<file path="config.mk">
export PLATFORM = sky130hd
export DESIGN_NAME = stc_stack_top_cache
export DESIGN_NICKNAME = d
export VERILOG_FILES = /design/src/rtl/stc_pkg.sv /design/src/rtl/stc_rst_sync.sv /design/src/rtl/stc_regfile.sv /design/src/rtl/stc_ctrl.sv /design/src/rtl/stc_stack_top_cache.sv
export SDC_FILE = /design/constraint.sdc
export NUM_CORES = 1
export LEC_CHECK = 0
export BUFFER_PORTS_ARGS = -buffer_cell sky130_fd_sc_hd__clkbuf_2
export CAP_MARGIN = 10
export CORE_ASPECT_RATIO = 1.5
export CORE_MARGIN = 1.5
export CORE_UTILIZATION = 50
export DETAILED_ROUTE_END_ITERATION = 10
export HOLD_SLACK_MARGIN = 0.03
export PLACE_DENSITY = 0.8
export SYNTH_ARGS = -nofsm -noshare
export SYNTH_HDL_FRONTEND = slang
export SYNTH_SLANG_ARGS = --single-unit
</file>
<file path="constraint.sdc">
create_clock -name clk -period 10.4 [get_ports clk]
set_clock_uncertainty 0.15 [all_clocks]
set_input_delay 2.08 -clock clk [delete_from_list [all_inputs] [get_ports clk]]
set_output_delay 2.08 -clock clk [all_outputs]
set_load 0.02 [all_outputs]
</file>
<file path="src/rtl/stc_pkg.sv">
package stc_pkg;
  typedef enum logic [1:0] {
    ST_IDLE  = 2'd0,
    ST_SPILL = 2'd1,
    ST_FILL  = 2'd2,
    ST_FLUSH = 2'd3
  } stc_state_e;
endpackage

</file>
<file path="src/rtl/stc_rst_sync.sv">
module stc_rst_sync (
  input  logic clk,
  input  logic rst_n,
  output logic rst_n_sync
);
  logic [1:0] sync_q;

  always_ff @(posedge clk or negedge rst_n) begin
    if (!rst_n) sync_q <= 2'b00;
    else        sync_q <= {sync_q[0], 1'b1};
  end

  assign rst_n_sync = sync_q[1];
endmodule

</file>
<file path="src/rtl/stc_regfile.sv">
module stc_regfile #(
  parameter int N  = 4,
  parameter int DW = 32,
  localparam int IW = (N > 1) ? $clog2(N) : 1
) (
  input  logic          clk,
  input  logic          rst_n,
  input  logic          shift_in,
  input  logic          shift_out,
  input  logic [DW-1:0] din,
  input  logic [IW-1:0] rd_idx,
  output logic [DW-1:0] rd_data,
  output logic [DW-1:0] top_data
);
  logic [DW-1:0] slot_q [N];
  logic [DW-1:0] slot_d [N];

  for (genvar g = 0; g < N; g++) begin : g_slot
    always_comb begin
      slot_d[g] = slot_q[g];
      if (shift_in) begin
        if (g == 0) slot_d[g] = din;
        else        slot_d[g] = slot_q[(g == 0) ? 0 : g-1];
      end else if (shift_out) begin
        if (g < N-1) slot_d[g] = slot_q[(g < N-1) ? g+1 : g];
      end
    end

    always_ff @(posedge clk or negedge rst_n) begin
      if (!rst_n)                   slot_q[g] <= '0;
      else if (shift_in || shift_out) slot_q[g] <= slot_d[g];
    end
  end

  assign rd_data  = slot_q[rd_idx];
  assign top_data = slot_q[0];

  a_r11_single_shift: assert property (@(posedge clk) disable iff (!rst_n)
    !(shift_in && shift_out));
endmodule

</file>
<file path="src/rtl/stc_ctrl.sv">
module stc_ctrl
  import stc_pkg::*;
#(
  parameter int N       = 4,
  parameter int DW      = 32,
  parameter int AW      = 32,
  parameter int DEPTH_W = 16,
  localparam int CW = $clog2(N+1),
  localparam int IW = (N > 1) ? $clog2(N) : 1
) (
  input  logic               clk,
  input  logic               rst_n,
  input  logic               push_i,
  input  logic               pop_i,
  input  logic               flush_i,
  input  logic               reload_i,
  input  logic [DW-1:0]      push_data_i,
  input  logic [AW-1:0]      reload_base_i,
  input  logic [DEPTH_W-1:0] reload_depth_i,
  output logic               ready_o,
  output logic               pop_valid_o,
  output logic               pop_empty_o,
  output logic [DW-1:0]      pop_data_o,
  output logic [DEPTH_W-1:0] depth_o,
  output logic [CW-1:0]      resident_o,
  output logic               mem_req_o,
  output logic               mem_we_o,
  output logic [AW-1:0]      mem_addr_o,
  output logic [DW-1:0]      mem_wdata_o,
  input  logic               mem_rsp_i,
  input  logic [DW-1:0]      mem_rdata_i,
  output logic               reg_push,
  output logic               reg_pop,
  output logic [DW-1:0]      reg_din,
  output logic [IW-1:0]      reg_rd_idx,
  input  logic [DW-1:0]      reg_rd_data,
  input  logic [DW-1:0]      reg_top
);
  localparam logic [CW-1:0] RES_FULL = CW'(N);

  stc_state_e         state_q, state_d;
  logic [DEPTH_W-1:0] depth_q, depth_d;
  logic [CW-1:0]      res_q, res_d;
  logic [AW-1:0]      base_q, base_d;
  logic [DW-1:0]      pend_q, pend_d;
  logic               pv_q, pv_d, pe_q, pe_d;
  logic [DW-1:0]      pdata_q, pdata_d;
  logic [AW-1:0]      depth_ext;

  assign depth_ext = AW'(depth_q);

  // next-state process
  always_comb begin
    state_d  = state_q;
    depth_d  = depth_q;
    res_d    = res_q;
    base_d   = base_q;
    pend_d   = pend_q;
    pv_d     = 1'b0;
    pe_d     = 1'b0;
    pdata_d  = pdata_q;
    reg_push = 1'b0;
    reg_pop  = 1'b0;
    reg_din  = push_data_i;
    unique case (state_q)
      ST_IDLE: begin
        if (flush_i) begin
          if (res_q != '0) state_d = ST_FLUSH;
        end else if (reload_i) begin
          base_d  = reload_base_i;
          depth_d = reload_depth_i;
          res_d   = '0;
        end else if (push_i) begin
          if (res_q == RES_FULL) begin
            pend_d  = push_data_i;
            state_d = ST_SPILL;
          end else begin
            reg_push = 1'b1;
            res_d    = res_q + 1'b1;
            depth_d  = depth_q + 1'b1;
          end
        end else if (pop_i) begin
          if (res_q != '0) begin
            reg_pop = 1'b1;
            pv_d    = 1'b1;
            pdata_d = reg_top;
            res_d   = res_q - 1'b1;
            depth_d = depth_q - 1'b1;
          end else if (depth_q != '0) begin
            state_d = ST_FILL;
          end else begin
            pe_d = 1'b1;
          end
        end
      end
      ST_SPILL: if (mem_rsp_i) begin
        reg_push = 1'b1;
        reg_din  = pend_q;
        depth_d  = depth_q + 1'b1;
        state_d  = ST_IDLE;
      end
      ST_FILL: if (mem_rsp_i) begin
        pv_d    = 1'b1;
        pdata_d = mem_rdata_i;
        depth_d = depth_q - 1'b1;
        state_d = ST_IDLE;
      end
      ST_FLUSH: if (mem_rsp_i) begin
        res_d = res_q - 1'b1;
        if (res_q == CW'(1)) state_d = ST_IDLE;
      end
      default: state_d = ST_IDLE;
    endcase
  end

  // memory request decode
  always_comb begin
    reg_rd_idx  = IW'(res_q - 1'b1);
    mem_wdata_o = reg_rd_data;
    mem_we_o    = 1'b0;
    mem_addr_o  = base_q + depth_ext - AW'(res_q);
    unique case (state_q)
      ST_SPILL: begin
        reg_rd_idx = IW'(N-1);
        mem_we_o   = 1'b1;
        mem_addr_o = base_q + depth_ext - AW'(N);
      end
      ST_FLUSH: mem_we_o = 1'b1;
      ST_FILL:  mem_addr_o = base_q + depth_ext - AW'(1);
      default:  ;
    endcase
  end

  assign mem_req_o = (state_q != ST_IDLE);
  assign ready_o   = (state_q == ST_IDLE);

  // register process
  always_ff @(posedge clk or negedge rst_n) begin
    if (!rst_n) begin
      state_q <= ST_IDLE;
      depth_q <= '0;
      res_q   <= '0;
      base_q  <= '0;
      pend_q  <= '0;
      pv_q    <= 1'b0;
      pe_q    <= 1'b0;
      pdata_q <= '0;
    end else begin
      state_q <= state_d;
      depth_q <= depth_d;
      res_q   <= res_d;
      base_q  <= base_d;
      pv_q    <= pv_d;
      pe_q    <= pe_d;
      if (state_q == ST_IDLE) pend_q  <= pend_d;
      if (pv_d)               pdata_q <= pdata_d;
    end
  end

  assign pop_valid_o = pv_q;
  assign pop_empty_o = pe_q;
  assign pop_data_o  = pdata_q;
  assign depth_o     = depth_q;
  assign resident_o  = res_q;

  a_r2_resident_bound: assert property (@(posedge clk) disable iff (!rst_n)
    (res_q <= RES_FULL) && (DEPTH_W'(res_q) <= depth_q));
  a_r2_onchip_push: assert property (@(posedge clk) disable iff (!rst_n)
    (ready_o && push_i && !flush_i && !reload_i && res_q != RES_FULL)
      |=> (depth_q == $past(depth_q) + 1'b1) && !mem_req_o);
  a_r3_spill_on_full: assert property (@(posedge clk) disable iff (!rst_n)
    (ready_o && push_i && !flush_i && !reload_i && res_q == RES_FULL)
      |=> (mem_req_o && mem_we_o && !ready_o));
  a_r6_flags_exclusive: assert property (@(posedge clk) disable iff (!rst_n)
    !(pop_valid_o && pop_empty_o));
  a_r6_empty_depth: assert property (@(posedge clk) disable iff (!rst_n)
    pop_empty_o |-> (depth_q == '0));
  a_r9_depth_frozen: assert property (@(posedge clk) disable iff (!rst_n)
    (mem_req_o && !mem_rsp_i) |=> $stable(depth_q));
  a_r10_req_stable: assert property (@(posedge clk) disable iff (!rst_n)
    (mem_req_o && !mem_rsp_i)
      |=> (mem_req_o && $stable(mem_addr_o) && $stable(mem_we_o) && $stable(mem_wdata_o)));
  a_r7_flush_writes: assert property (@(posedge clk) disable iff (!rst_n)
    (state_q == ST_FLUSH) |-> (mem_we_o && res_q != '0));
endmodule

</file>
<file path="src/rtl/stc_stack_top_cache.sv">
module stc_stack_top_cache #(
  parameter int N       = 4,
  parameter int DW      = 32,
  parameter int AW      = 32,
  parameter int DEPTH_W = 16,
  localparam int CW = $clog2(N+1),
  localparam int IW = (N > 1) ? $clog2(N) : 1
) (
  input  logic               clk,
  input  logic               rst_n,
  input  logic               push_i,
  input  logic               pop_i,
  input  logic               flush_i,
  input  logic               reload_i,
  input  logic [DW-1:0]      push_data_i,
  input  logic [AW-1:0]      reload_base_i,
  input  logic [DEPTH_W-1:0] reload_depth_i,
  output logic               ready_o,
  output logic               pop_valid_o,
  output logic               pop_empty_o,
  output logic [DW-1:0]      pop_data_o,
  output logic [DEPTH_W-1:0] depth_o,
  output logic [CW-1:0]      resident_o,
  output logic               mem_req_o,
  output logic               mem_we_o,
  output logic [AW-1:0]      mem_addr_o,
  output logic [DW-1:0]      mem_wdata_o,
  input  logic               mem_rsp_i,
  input  logic [DW-1:0]      mem_rdata_i
);
  logic          rst_n_s;
  logic          reg_push, reg_pop;
  logic [DW-1:0] reg_din, reg_rd_data, reg_top;
  logic [IW-1:0] reg_rd_idx;

  stc_rst_sync u_rst (
    .clk        (clk),
    .rst_n      (rst_n),
    .rst_n_sync (rst_n_s)
  );

  stc_regfile #(.N(N), .DW(DW)) u_regs (
    .clk      (clk),
    .rst_n    (rst_n_s),
    .shift_in (reg_push),
    .shift_out(reg_pop),
    .din      (reg_din),
    .rd_idx   (reg_rd_idx),
    .rd_data  (reg_rd_data),
    .top_data (reg_top)
  );

  stc_ctrl #(.N(N), .DW(DW), .AW(AW), .DEPTH_W(DEPTH_W)) u_ctrl (
    .clk            (clk),
    .rst_n          (rst_n_s),
    .push_i         (push_i),
    .pop_i          (pop_i),
    .flush_i        (flush_i),
    .reload_i       (reload_i),
    .push_data_i    (push_data_i),
    .reload_base_i  (reload_base_i),
    .reload_depth_i (reload_depth_i),
    .ready_o        (ready_o),
    .pop_valid_o    (pop_valid_o),
    .pop_empty_o    (pop_empty_o),
    .pop_data_o     (pop_data_o),
    .depth_o        (depth_o),
    .resident_o     (resident_o),
    .mem_req_o      (mem_req_o),
    .mem_we_o       (mem_we_o),
    .mem_addr_o     (mem_addr_o),
    .mem_wdata_o    (mem_wdata_o),
    .mem_rsp_i      (mem_rsp_i),
    .mem_rdata_i    (mem_rdata_i),
    .reg_push       (reg_push),
    .reg_pop        (reg_pop),
    .reg_din        (reg_din),
    .reg_rd_idx     (reg_rd_idx),
    .reg_rd_data    (reg_rd_data),
    .reg_top        (reg_top)
  );
endmodule

</file>
; Yosys cells after proc, flatten, opt, wreduce, memory -nomap -nowiden
; Cells that the tools add are included.
[word_totals]
register_bits = 249
latchBits = 0
ramBits = 0
romBits = 0
input_bits = 119
out_inout_bits = 120
elab_cells = 138
n_memories = 0
[op_classes]
n_addsub = 8
multipliers = 0
n_div = 0
order_cmp = 1
n_eq_ne = 24
shift = 0
muxes = 70
bitwise = 3
n_reduce_logical = 19
[op_table]
columns = op, count
row1 = 2-to-1 mux 32 bit, 16
row2 = 2-to-1 mux 16 bit, 8
row3 = case mux 32 bit (2 select lines), 2
row4 = binary-select mux 32 bit (select 2 bit), 1
row5 = case mux 16 bit (3 select lines), 1
row6 = adder 32 x 16 -> 32 bit, 1
row7 = subtractor 32 x 1 -> 32 bit (second input constant), 1
row8 = subtractor 32 x 3 -> 32 bit, 1
row9 = subtractor 32 x 3 -> 32 bit (second input constant), 1
row10 = 2-to-1 mux 2 bit, 12
row11 = 2-to-1 mux 3 bit, 7
row12 = 2-to-1 mux 1 bit, 19
row13 = adder 16 x 1 -> 16 bit (second input constant), 1
row14 = inequality test 4 bit (second input constant), 4
row15 = nonzero test 16 bit, 1
row16 = subtractor 16 x 1 -> 16 bit (second input constant), 1
row17 = inequality test 2 bit (second input constant), 7
row18 = inequality test 4 x 3 -> 1 bit (second input constant), 3
row19 = AND reduction 9 bit, 1
row20 = AND reduction 8 bit, 1
row21 = nonzero test 2 bit, 4
row22 = AND reduction 7 bit, 1
row23 = inequality test 2 x 1 -> 1 bit (second input constant), 3
row24 = case mux 2 bit (3 select lines), 1
row25 = 21 further kinds, 27

; Depth between registers and ports, before layout
[logic_depth]
depth_word = 9
depth_mapped = 18
mapped_depth_nobuf = 15

; Modules after synthesis
; A second synthesis with hierarchy kept.
[unflattened]
cells_unflattened = 1544
hier_area_um2 = 15615.0
[by_module_without_submodules]
columns = module, instances, cells_each, area_per_inst_um2, seq_area_each_um2
row1 = stc_ctrl, 1, 985, 8913.5, 2977.9
row2 = stc_regfile, 1, 556, 6647.6, 3203.1
row3 = stc_rst_sync, 1, 3, 53.8, 50.0

; Worst setup path before layout
; OpenSTA, ideal clock, no wires.
[synth_timing]
kind = register -> output
from = register u_ctrl.state_q[0]
to = output port mem_addr_o[26]
t_arrival_ps = 4490
t_required_ps = 8170
path_slack_ps = 3680
path_stages_with_launch = 19
n_path_buf = 3
cell_sequence = dfrtp_1 -> inv_1 -> ha_1 -> clkbuf_1 -> clkbuf_1 -> clkbuf_1 -> or2_2 -> ha_1 -> inv_1 -> fa_1 -> a21o_1 -> a2111oi_0 -> a221oi_1 -> a211o_1 -> a21o_1 -> or2_4 -> nor4_4 -> o21ai_1 -> xnor2_1
[synth_via]
elab_chain_len = 2
word_cells_on_any_way = 3
classes_between = eq/ne (2) / mux (1)
[synth_rtl]
columns = item, line
row1 = from (decl), stc_ctrl.sv:41  ; stc_state_e state_q, state_d;
row2 = from (signal assigned), stc_ctrl.sv:149  ; state_q <= state_d;
row3 = equality test 2 bit / equality test 2 x 1 -> 1 bit (equally long branches), stc_ctrl.sv:122  ; unique case (state_q)
row4 = case mux 32 bit (2 select lines) (*), stc_ctrl.sv:122
row5 = to (decl), stc_stack_top_cache.sv:26  ; output logic [AW-1:0] mem_addr_o,
; Every way passes the cells marked *; elsewhere a longest branch is shown, timed or not.

; Final worst setup path
; Ends and elaborated chain as after synthesis.

==> results.md <==
* Area share of and/or/nand/nor cells after synthesis at 15.50%
* Largest family of logic cells by synthesized area: compound AO/OA/AOI/OAI gates
* Fin cells at 2236
* Setup_tns at 0 ns
* LEAKAGE at 8.336 nW
* Via count at 13.42k
* CP peak stage delay at 0.76 ns
* Chip height at 217.8 um
* Cells after DPL at 2189
* Post-cts gate resize count at 0
* VDD IR max at 0.2255 mV
* Worst R2R End: u_ctrl.pop_data_o[16]$_DFFE_PN0P_
* Routed len/inst at 19.08 um
* CTS max path bufs at 3
* Unrepaired setup endpoints after global routing: false
* Fmax at 133.8 MHz
* # rows at 78
* Top FF cell, synth: dfrtp_1
* CP Capture Type: output pin
* Iteration-0 DRC Markers at 829
* Pwr Density at 392.4 nW/um2
* CTS tree: yes
* GRT Total Usage at 26.50%
* Slowest-stage cell, CP: ha_4
* Clock network fraction of design power at 13.6%
* Warnings from Yosys at 0
* CP max FO at 53
* CTS H-tree lvls at 1
* Post-synthesis mux area share at 15.82%
* Synth Area in Adders at 2.863%
* Post CTS Setup Buffer Count at 0
* Worst Path Required at 8.17 ns
* First-pass GRT wire length at 68400 um
* Worst EP arrival at 5.24 ns
* Vias in the first global route at 13.44k
* # diodes at 0
* Die width at 146.2 um
* CTS sink cnt at 249
* Minimum clock period at 7.471 ns
* Hold crit path type: reg2async
* Tcrit/Tclk final at 71.84%
* Hold Vio Cnt, Final at 0
* Starting density of the core at 50.84%
* WS Path Type: reg2out
* Initial antenna violation count at 0
* CTS Buf Count at 26
* DRT Pass-1 Iters at 5
* Post-Synth XOR/XNOR Area at 3.758%
* Mean Syn Cell Area at 9.306 um2
* Largest net degree at the start of global routing at 83
* Worst-path clk slew at 0.06 ns
* HPWL after detailed placement at 28810 um
* Ports at 239
* Sequential Power Share at 27.3%
* Crit path from: u_ctrl.state_q[0]$_DFFE_PN0P_
* Routability cong. at 0.9068
* Number of synthesized register bits at 249
* Post-synth EDFFs at 0
* Clock latency on the worst-skew pair at 0.55 ns
* Async set-reset flop share out of synthesis at 100.0%
* Crit Reg-Reg Startpoint: u_ctrl.resident_o[0]$_DFFE_PN0P_
* Synth Net Count at 1806
* Grt total ovfl at 0
* Die Area at 31850 um2
* Worst-path cell chain: inv_1, ha_4, or2_2, ha_1, inv_1, fa_1, a21o_1, a2111oi_0, a221oi_1, a211o_1, a21o_1, or2_4, nor4_4, o21ai_1, xnor2_1, clkbuf_2
* Total power at 6.926 mW
* Clock Tree Root: clkbuf_16
* Drt total wl at 42660 um
* Mapped Area at 15380 um2
* Seq/Total Area, Yosys at 40.51%
* CP Capture Point: mem_addr_o[26]
* P_sw at 3.422 mW
* Switching Share at 49.41%
* Port bufs at 238
* Nets@finish at 1970
* Fin. max-slew vios at 0
* Setup slack, reg-to-reg at 5.89 ns
* DR DRC count at 0
* Combinational share of power at 59.1%
* P_int at 3.503 mW
* Syn Inst Count at 1653
* Layout cells sized above 1 at 22.88%
* Hold-fix buffers at CTS at 0
* Max_slew headroom at 28.77%
* Synth Area in Compound Gates at 17.94%
* Max-cap violations at 0
* Via density per instance at 6.002
* R2R cell count at 10
* Critical Path Source Type: flop
* Floorplan core area at 30250 um2
* Final ANT Viol Nets at 0
* Outcome: completed
* Setup-failing EPs final at 0
* Synth-to-Final Area Change at 14.73%
* Worst slew pin tran at 1.068 ns
* Yosys cell types at 76
[cell families after synthesis]
kind of cell | after synthesis
AO/OA/AOI/OAI | 427
XOR/XNOR | 66
adder cells (fa/ha/maj) | 34
buffers and inverters | 143
flip-flops | 249
multiplexers | 231
other | 1
AND/OR/NAND/NOR | 502
[power groups by stage]
stage,combinational (mW),clock [mW],sequential (mW)
after CTS,4.10,0.962,1.88
after floorplan,2.92,0,1.84
after global routing,4.47,1.00,1.95
final,4.09,0.943,1.89
after detailed placement,4.07,0,1.89
after global placement,3.99,0,1.86
[worst max-delay path: cells and delay by family (launching register included)]
family,cells,cell delay [ns]
xor+xnor,1,0.18
flops,1,0.42
fa+ha+maj,3,1.30
simple gates,3,0.94
buf+inv,3,0.39
compound gates,6,1.44
[synth_stat cells (9+ instances only)]
cell type / count / area [um2]
o21ai_0: 51 / 255.2
nand2_1: 153 / 574.3
or3_1: 9 / 56.30
xnor2_1: 39 / 341.6
nor3_1: 21 / 105.1
a21oi_1: 157 / 785.8
nand3_1: 26 / 130.1
ha_1: 32 / 400.4
xor2_1: 27 / 236.5
clkbuf_1: 101 / 379.1
and3_1: 44 / 275.3
dfrtp_1: 249 / 6231
nand4_1: 11 / 68.82
nor2_1: 153 / 574.3
inv_1: 22 / 82.58
and2_1: 38 / 237.7
buf_1: 11 / 41.29
a21o_1: 17 / 127.6
mux2i_1: 134 / 1341
a211oi_1: 79 / 593.1
o31ai_1: 10 / 75.07
mux2_2: 97 / 1092
a31oi_1: 35 / 219.0
[state kept, by name, indices dropped and copies added (netlist names)]
register            cells
u_ctrl.pend_q          32
u_regs.slot_q          96
u_ctrl.pop_data_o      32
u_ctrl.resident_o       3
u_ctrl.depth_o         16
u_rst.sync_q            2
u_ctrl.pop_valid_o      1
u_ctrl.pop_empty_o      1
u_ctrl.state_q          2
u_ctrl.base_q          32
u_regs.top_data        32
[metal layers]
layer	global-route usage [%]	vias to the layer above	part of all wire (%)
li1	-	6308	-
met1	30.01	6575	38
met2	49.00	424	52
met3	3.682	114	5.3
met4	12.29	0	4.1
met5	0	-	0
[final cells by class]
type | instances | area [um2]
Fill cell | 2660 | 12610
Inverter | 23 | 86.33
Clock inverter | 7 | 68.82
Timing Repair Buffer | 256 | 1326
Sequential cell | 249 | 6235
Multi-Input combinational cell | 1261 | 8647
Tap cell | 400 | 500.5
Clock buffer | 40 | 784.5
[layout by cell type, fill, tap and decap left out, types with 26 or more instances in the layout]
cell	instances
ha_1	30
xnor2_1	39
dfrtp_1	248
and3_1	44
nand3_1	26
mux2_2	97
clkbuf_16	27
clkbuf_2	238
a31oi_1	35
nor2_1	152
mux2i_1	134
a211oi_1	79
a21oi_1	157
o21ai_0	51
and2_1	38
nand2_1	152
xor2_1	27
[through the flow]
| step | setup WS (ns) | area, um2 | hold slack (ns) | utilization, % |
|---|---|---|---|---|
| after floorplan | 2.797 | 15380 | 0.1812 | - |
| after detailed placement | 3.514 | 16790 | 0.1857 | 55.51 |
| final | 2.929 | 17650 | 0.1938 | 58.33 |
| after global routing | 2.672 | 17650 | 0.2129 | 58.33 |
| after global placement | 3.602 | 16790 | 0.1942 | 55.51 |
| after CTS | 2.921 | 17650 | 0.2126 | 58.33 |
[worst min path at each step]
stage                              start                      endpoint  slack (ns)  cells past startpoint
2_1_floorplan  u_rst.sync_q[0]$_DFF_PN0_     u_rst.sync_q[1]$_DFF_PN0_        0.18                      0
3_3_place_gp   u_rst.sync_q[0]$_DFF_PN0_     u_rst.sync_q[1]$_DFF_PN0_        0.19                      0
3_5_place_dp   u_rst.sync_q[0]$_DFF_PN0_     u_rst.sync_q[1]$_DFF_PN0_        0.19                      0
4_1_cts        u_rst.sync_q[0]$_DFF_PN0_     u_rst.sync_q[1]$_DFF_PN0_        0.21                      0
5_1_grt        u_rst.sync_q[0]$_DFF_PN0_     u_rst.sync_q[1]$_DFF_PN0_        0.21                      0
6_report       u_rst.sync_q[1]$_DFF_PN0_  u_ctrl.pend_q[8]$_DFFE_PN0P_        0.19                      0
No activity file was read; power rests on OpenSTA's default activity.
